<file path="config.mk">
export PLATFORM = sky130hd
export DESIGN_NAME = lpc_timer
export DESIGN_NICKNAME = d
export VERILOG_FILES = /design/src/rtl/lpct_pkg.sv /design/src/rtl/lpct_regs.sv /design/src/rtl/lpct_tickgen.sv /design/src/rtl/lpct_core.sv /design/src/rtl/lpc_timer.sv
export SDC_FILE = /design/constraint.sdc
export NUM_CORES = 1
export LEC_CHECK = 0
export ABC_AREA = 1
export BUFFER_PORTS_ARGS = -buffer_cell sky130_fd_sc_hd__buf_4
export CAP_MARGIN = 5
export CORE_MARGIN = 4
export CORE_UTILIZATION = 54
export DETAILED_ROUTE_END_ITERATION = 8
export GPL_TIMING_DRIVEN = 0
export PLACE_DENSITY = 0.86
export SYNTH_ARGS = -nofsm -noshare
export SYNTH_HDL_FRONTEND = slang
export SYNTH_SLANG_ARGS = --single-unit
</file>
<file path="constraint.sdc">
create_clock -name clk -period 1.95 [get_ports clk]
set_input_delay 0.195 -clock clk [delete_from_list [all_inputs] [get_ports clk]]
set_output_delay 0.195 -clock clk [all_outputs]
set_load 0.005 [all_outputs]
</file>
<file path="src/rtl/lpct_pkg.sv">
package lpct_pkg;
    localparam int BUS_W    = 32;
    localparam int PRE_W    = 4;
    localparam int NSRC     = 4;
    localparam int SEL_W    = $clog2(NSRC);
    localparam int PCNT_W   = 1 << PRE_W;
    localparam int FLAG_BIT = 7;

    typedef enum logic [1:0] {
        A_CTRL = 2'd0,
        A_PRE  = 2'd1,
        A_CMP  = 2'd2,
        A_SNAP = 2'd3
    } addr_e;

    typedef struct packed {
        logic irq_en;
        logic free_run;
        logic pulse_mode;
        logic enable;
    } ctrl_t;

    typedef struct packed {
        logic [SEL_W-1:0] src;
        logic             bypass;
        logic [PRE_W-1:0] div;
    } pre_t;

    // Terminal prescaler count for a division of 2^(d+1)
    function automatic logic [PCNT_W-1:0] div_limit(input logic [PRE_W-1:0] d);
        logic [PCNT_W:0] one;
        int sh;
        one = 1;
        sh  = int'(d) + 1;
        return PCNT_W'((one << sh) - 1);
    endfunction
endpackage

</file>
<file path="src/rtl/lpct_regs.sv">
module lpct_regs
    import lpct_pkg::*;
#(
    parameter int CNT_W = 32
) (
    input  logic             clk,
    input  logic             rst,
    input  logic             bus_sel,
    input  logic             bus_wr,
    input  logic [1:0]       bus_addr,
    input  logic [BUS_W-1:0] bus_wdata,
    output logic [BUS_W-1:0] bus_rdata,
    input  logic [CNT_W-1:0] cnt_i,
    input  logic             flag_set_i,
    output ctrl_t            ctrl_o,
    output pre_t             pre_o,
    output logic [CNT_W-1:0] cmp_o,
    output logic [CNT_W-1:0] snap_o,
    output logic             flag_o
);
    localparam int CTRL_W = $bits(ctrl_t);
    localparam int PRE_B  = $bits(pre_t);

    ctrl_t            ctrl_q;
    pre_t             pre_q;
    logic [CNT_W-1:0] cmp_q;
    logic [CNT_W-1:0] snap_q;
    logic             flag_q;
    logic             wr_en;
    addr_e            addr;

    assign wr_en = bus_sel && bus_wr;
    assign addr  = addr_e'(bus_addr);

    always_ff @(posedge clk) begin
        if (rst) begin
            ctrl_q <= '0;
            pre_q  <= '0;
            cmp_q  <= '0;
            snap_q <= '0;
            flag_q <= 1'b0;
        end else begin
            if (wr_en && addr == A_CTRL) ctrl_q <= ctrl_t'(bus_wdata[CTRL_W-1:0]);
            if (wr_en && addr == A_PRE)  pre_q  <= pre_t'(bus_wdata[PRE_B-1:0]);
            if (wr_en && addr == A_CMP && (!ctrl_q.enable || flag_q))
                cmp_q <= bus_wdata[CNT_W-1:0];
            if (wr_en && addr == A_SNAP) snap_q <= cnt_i;
            if (!ctrl_q.enable)
                flag_q <= 1'b0;
            else if (flag_set_i)
                flag_q <= 1'b1;
            else if (wr_en && addr == A_CTRL && bus_wdata[FLAG_BIT])
                flag_q <= 1'b0;
        end
    end

    always_comb begin
        bus_rdata = '0;
        case (addr)
            A_CTRL: begin
                bus_rdata[CTRL_W-1:0] = ctrl_q;
                bus_rdata[FLAG_BIT]   = flag_q;
            end
            A_PRE:  bus_rdata[PRE_B-1:0] = pre_q;
            A_CMP:  bus_rdata = BUS_W'(cmp_q);
            default: bus_rdata = BUS_W'(snap_q);
        endcase
    end

    assign ctrl_o = ctrl_q;
    assign pre_o  = pre_q;
    assign cmp_o  = cmp_q;
    assign snap_o = snap_q;
    assign flag_o = flag_q;
endmodule

</file>
<file path="src/rtl/lpct_tickgen.sv">
module lpct_tickgen
    import lpct_pkg::*;
(
    input  logic            clk,
    input  logic            rst,
    input  logic [NSRC-1:0] src_i,
    input  logic            pulse_i,
    input  ctrl_t           ctrl,
    input  pre_t            pre,
    output logic            evt_o
);
    localparam int NIN = NSRC + 1;

    logic [NIN-1:0] raw_in;
    logic [NIN-1:0] s2;
    logic [NIN-1:0] prev;
    logic [NIN-1:0] edges;

    assign raw_in = {pulse_i, src_i};

    // Two-flop synchroniser and edge detector per input
    for (genvar i = 0; i < NIN; i++) begin : g_sync
        logic s1_q, s2_q, p_q;
        always_ff @(posedge clk) begin
            if (rst) begin
                s1_q <= 1'b0;
                s2_q <= 1'b0;
                p_q  <= 1'b0;
            end else begin
                s1_q <= raw_in[i];
                s2_q <= s1_q;
                p_q  <= s2_q;
            end
        end
        assign s2[i]   = s2_q;
        assign prev[i] = p_q;
    end

    assign edges = s2 & ~prev;

    logic              tick;
    logic [1:0]        en_s;
    logic [PCNT_W-1:0] pcnt;
    logic [PCNT_W-1:0] lim;
    logic              live_tick;

    assign tick      = ctrl.pulse_mode ? edges[NSRC] : edges[pre.src];
    assign lim       = div_limit(pre.div);
    assign live_tick = tick && en_s[1];
    assign evt_o     = live_tick && (pre.bypass || pcnt == lim);

    always_ff @(posedge clk) begin
        if (rst || !ctrl.enable) begin
            en_s <= '0;
            pcnt <= '0;
        end else begin
            if (tick) en_s <= {en_s[0], 1'b1};
            if (live_tick) begin
                if (pre.bypass || pcnt == lim) pcnt <= '0;
                else                           pcnt <= pcnt + 1'b1;
            end
        end
    end
endmodule

</file>
<file path="src/rtl/lpct_core.sv">
module lpct_core #(
    parameter int CNT_W = 32
) (
    input  logic             clk,
    input  logic             rst,
    input  logic             enable,
    input  logic             free_run,
    input  logic             evt,
    input  logic [CNT_W-1:0] cmp,
    output logic [CNT_W-1:0] cnt_o,
    output logic             flag_set_o,
    output logic             trig_o
);
    logic [CNT_W-1:0] cnt_q;
    logic             match;
    logic             match_prev;

    assign match = (cnt_q == cmp);

    always_ff @(posedge clk) begin
        if (rst || !enable) begin
            cnt_q      <= '0;
            match_prev <= 1'b0;
        end else begin
            match_prev <= match;
            if (evt) begin
                if (!free_run && match) cnt_q <= '0;
                else                    cnt_q <= cnt_q + 1'b1;
            end
        end
    end

    assign flag_set_o = enable && match && !match_prev;
    assign trig_o     = enable && match;
    assign cnt_o      = cnt_q;
endmodule

</file>
<file path="src/rtl/lpc_timer.sv">
module lpc_timer
    import lpct_pkg::*;
#(
    parameter int CNT_W = 32
) (
    input  logic        clk,
    input  logic        rst,
    input  logic        bus_sel,
    input  logic        bus_wr,
    input  logic [1:0]  bus_addr,
    input  logic [31:0] bus_wdata,
    output logic [31:0] bus_rdata,
    input  logic [3:0]  src_clk_i,
    input  logic        pulse_i,
    output logic        irq_o,
    output logic        trig_o
);
    ctrl_t            ctrl;
    pre_t             pre;
    logic [CNT_W-1:0] cmp_val;
    logic [CNT_W-1:0] snap_val;
    logic [CNT_W-1:0] cnt_val;
    logic             flag;
    logic             flag_set;
    logic             evt;

    lpct_regs #(.CNT_W(CNT_W)) regs_i (
        .clk(clk), .rst(rst),
        .bus_sel(bus_sel), .bus_wr(bus_wr), .bus_addr(bus_addr),
        .bus_wdata(bus_wdata), .bus_rdata(bus_rdata),
        .cnt_i(cnt_val), .flag_set_i(flag_set),
        .ctrl_o(ctrl), .pre_o(pre), .cmp_o(cmp_val),
        .snap_o(snap_val), .flag_o(flag)
    );

    lpct_tickgen tick_i (
        .clk(clk), .rst(rst),
        .src_i(src_clk_i), .pulse_i(pulse_i),
        .ctrl(ctrl), .pre(pre), .evt_o(evt)
    );

    lpct_core #(.CNT_W(CNT_W)) core_i (
        .clk(clk), .rst(rst),
        .enable(ctrl.enable), .free_run(ctrl.free_run),
        .evt(evt), .cmp(cmp_val),
        .cnt_o(cnt_val), .flag_set_o(flag_set), .trig_o(trig_o)
    );

    assign irq_o = flag && ctrl.irq_en;
endmodule

</file>
==> metrics.md <==
| Metric | Value |
|---|---|
| Status | finished, violations left |
| Failing checks | negative setup slack |
| Peak VDD IR | about 0.0006 V |
| Via/cell ratio | 5.64 |
| Met2 Resource Use GR | between 40% and 50% |
| Clock slew at reported path FFs | approximately 0.060 ns |
| CTS tree | done |
| Max-Cap Viols | 0 |
| Critical Path Fanout Max | 10 |
| Peak Freq | 441 MHz |
| Yosys top cell area share | 35.9% |
| DRT Pass-1 Iters | 8 |
| Min-Delay Path Class | input port to flip-flop |
| Top-count cell post-synth | nand2_1 |
| Fillers | approximately 1100 |
| Leakage | 4.17 nW |
| Fin Clk Skew | a little under 0.009 ns |
| Post-route antenna net violation count | 0 |
| Starting density of the core | 56.1% |
| Share of flip-flops with an asynchronous set or reset | 0% |
| Synth Register Bits | 142 |
| Grt met1 use | 35.4% |
| Mapped Cells | 1156 |
| Die area | 16600 µm² |
| Drc violations | 0 |
| Crit path launch type | flip-flop |
| Placed inst area | roughly 8700 µm² |
| Worst-path cell chain | inv_6 > nand3_4 > ha_4 > nand2_4 > nor2_4 > nand2_2 > nand2_2 > nand2_2 > nand2_2 > nand3_2 > nor2_2 > nand3_2 > nand2_4 > buf_12 > clkbuf_16 > nand3_2 > a21oi_2 |
| Synthesized area | approximately 7900 µm² |
| Initial DRC Count | 766 |
| WL final | 24.7 mm |
| Antenna violations before repair | 0 |
| Fin worst setup slack | -0.316 ns |
| GR Layer Usage met3 | 7.30% |
| Critical path class | flip-flop to flip-flop |
| GPL Wtd Cong | just over 1 |
| Sequential area share after synthesis | about 36% |
| Crit-path leading delay family | simple AND/OR/NAND/NOR gates |
| Synth cell count leaders | 239 x nand2_1, 175 x inv_1, 160 x nor2_1 |
| Via count | 8199 |
| Clk Latency, worst-skew pair | 0.43 ns |
| Number of core rows | 43 |
| Area Overhead vs Synth | 24.0% |
| First-pass GRT wire length | around 38 mm |
| RSZ-0062 raised after global routing | true |
| Fin crit share | 116% |
| Slew Viols, Final | 0 |
| Worst Max-Slew Pin Slew | 0.816 ns |
| Primary FF master, synth | dfxtp_1 |
| Mean Syn Cell Area | 6.84 µm² |
| Slowest-stage cell, CP | dfxtp_4 |
| WP buf/inv | 3 |
| Final setup violation count | 49 |
| Final Power | 6.62 mW |
| Buffers added on ports | 76 |
| DIE WIDTH | 129 µm |
| Synth top area cells | dfxtp_1 36%, nand2_1 11%, inv_1 8.3%, nor2_1 7.6%, xor2_1 6.4% |
| Routed WL per cell | 17.0 µm |
| Post-Syn Nets | 1202 |
| CTS Buf Count | 17 |
| Nets | 1308 |
| All-Layer GR Usage | 29.2% |
| Largest net degree at the start of global routing | 17 |
| Setup TNS | -12.09 ns |
| EDFF count, synth | 0 |
| Vias in the first global route | between 7000 and 8000 |
| Critical path required time | between 2 and 2.5 ns |
| Leading area contributor after synthesis | dfxtp_1 |
| Design area | 9810 µm² |
| Slew headroom | 45.6% |
| Dpl hpwl | 17.2 mm |
| Die Height | about 130 µm |
| Final Util | 69.6% |
| Root Buffer | clkbuf_16 |
| R2R setup slack | -0.32 ns |
| GRT busiest layer | met2 |
| Ant. Diodes | 0 |
| Clock sinks | 142 |
| Core area | 14100 µm² |
| Synth cell types | 38 |
| PwrDens | 675 nW/µm² |
| Syn. warnings | 0 |
| Worst hold slack | 0.0573 ns |
| # H-tree levels | 4 |
| Crit path DAT | 2.62 ns |
| Gr ovfl total | 0 |
| Layout cells sized above 1 | 22.9% |
| Min cycle time layout | 2.27 ns |
| Longest Clk Path Bufs | 2 |
| Final Hold Vio Count | 0 |
| Most used cell, CP | nand2_2 |
| Crit-path max cell delay | 0.39 ns |
| Crit. End Element | flip-flop |
| Top Ports | 77 |
[cells in the final DEF (no fill, tap or decap), drive strengths merged]
cell           n
xnor2          7
o2111ai        2
a21oi         60
buf          106
conb           1
o31ai          1
dfxtp        142
nor3          21
o21ai         35
xor2          58
mux2i          1
a2bb2oi        1
clkinvlp       5
ha             3
nor4           8
inv          180
clkinv        10
o211ai         1
nand2        247
clkbuf        56
nand4         15
dlygate4sd3    5
nand3b         3
nand3         78
o221ai         3
or2            2
nor2         164
a211oi        57
o22ai          3
[worst paths after layout]
kind / startpoint / endpoint / cells past startpoint
worst max register to register: regs_i.pre_o[3] / core_i.cnt_o[19] / 17
worst min-delay path: bus_wdata[21] / regs_i.cmp_o[21] / 3
worst min register to register: tick_i.g_sync[2].s1_q / tick_i.g_sync[2].s2_q / 2
worst max-delay path: regs_i.pre_o[3] / core_i.cnt_o[19] / 17
[report_power, final]
part           switching (mW)  total [mW]  internal, mW
combinational           0.388       0.640         0.252
sequential             0.0377        2.98          2.95
clock                    1.31        3.00          1.69
[metal layers]
metal	wire, µm	part of all wire, %
met3	2110	8.5
met4	1240	5.0
met5	0	0
met1	9770	39
met2	11600	47
[metrics by stage]
step | worst slack, ns | std cells
after global routing | -0.488 | 1455
after global placement | -0.396 | 1412
after CTS | -0.240 | 1447
after floorplan | 0.0317 | 1156
final | -0.316 | 1455
after detailed placement | -0.451 | 1412
[cell type report]
class                   count  area [µm²]  share of cell area [%]
clock inverters            13        90.1                   0.918
clock buffers              19         453                    4.62
well taps                 180         225                    2.30
plain buffers              46         263                    2.68
inverters                 182         706                    7.19
flip-flops and latches    142        2900                    29.5
multi-input cells         771        4330                    44.1
repair buffers            102         846                    8.62
[sequential cells by signal, summed over array words and instances (netlist names), 4 cells and up]
| register | cells |
|---|---|
| core_i.cnt_o | 32 |
| regs_i.cmp_o | 32 |
| regs_i.snap_o | 32 |
| tick_i.pcnt | 16 |
| regs_i.pre_o | 7 |
| tick_i.g_sync.p_q | 5 |
| tick_i.g_sync.s1_q | 5 |
| tick_i.g_sync.s2_q | 5 |
| regs_i.ctrl_o | 4 |
[worst min-delay path, delay by kind of cell]
family | cells | cell delay [ns]
compound gates | 1 | 0.05
buf+inv | 1 | 0.11
simple gates | 1 | 0.09
[kinds of logic after synthesis]
group,share of synthesized area (%)
AOI/OAI and AO/OA,13.5
xor gates and xnor gates,7.20
adders and majority gates,0.475
buffers and inverters,12.1
DFF,35.9
muxes,0.127
other,0.0474
and+or+nand+nor,30.6
[timing repair]
item,in CTS,in global routing
resized for setup,78,42
buffers inserted,13,6
gates cloned,0,2
hold buffers,5,0
hold endpoints to repair,5,0
pin swaps,19,43
endpoints found under the setup margin,60,61
Power figures use the tool's default switching activity.
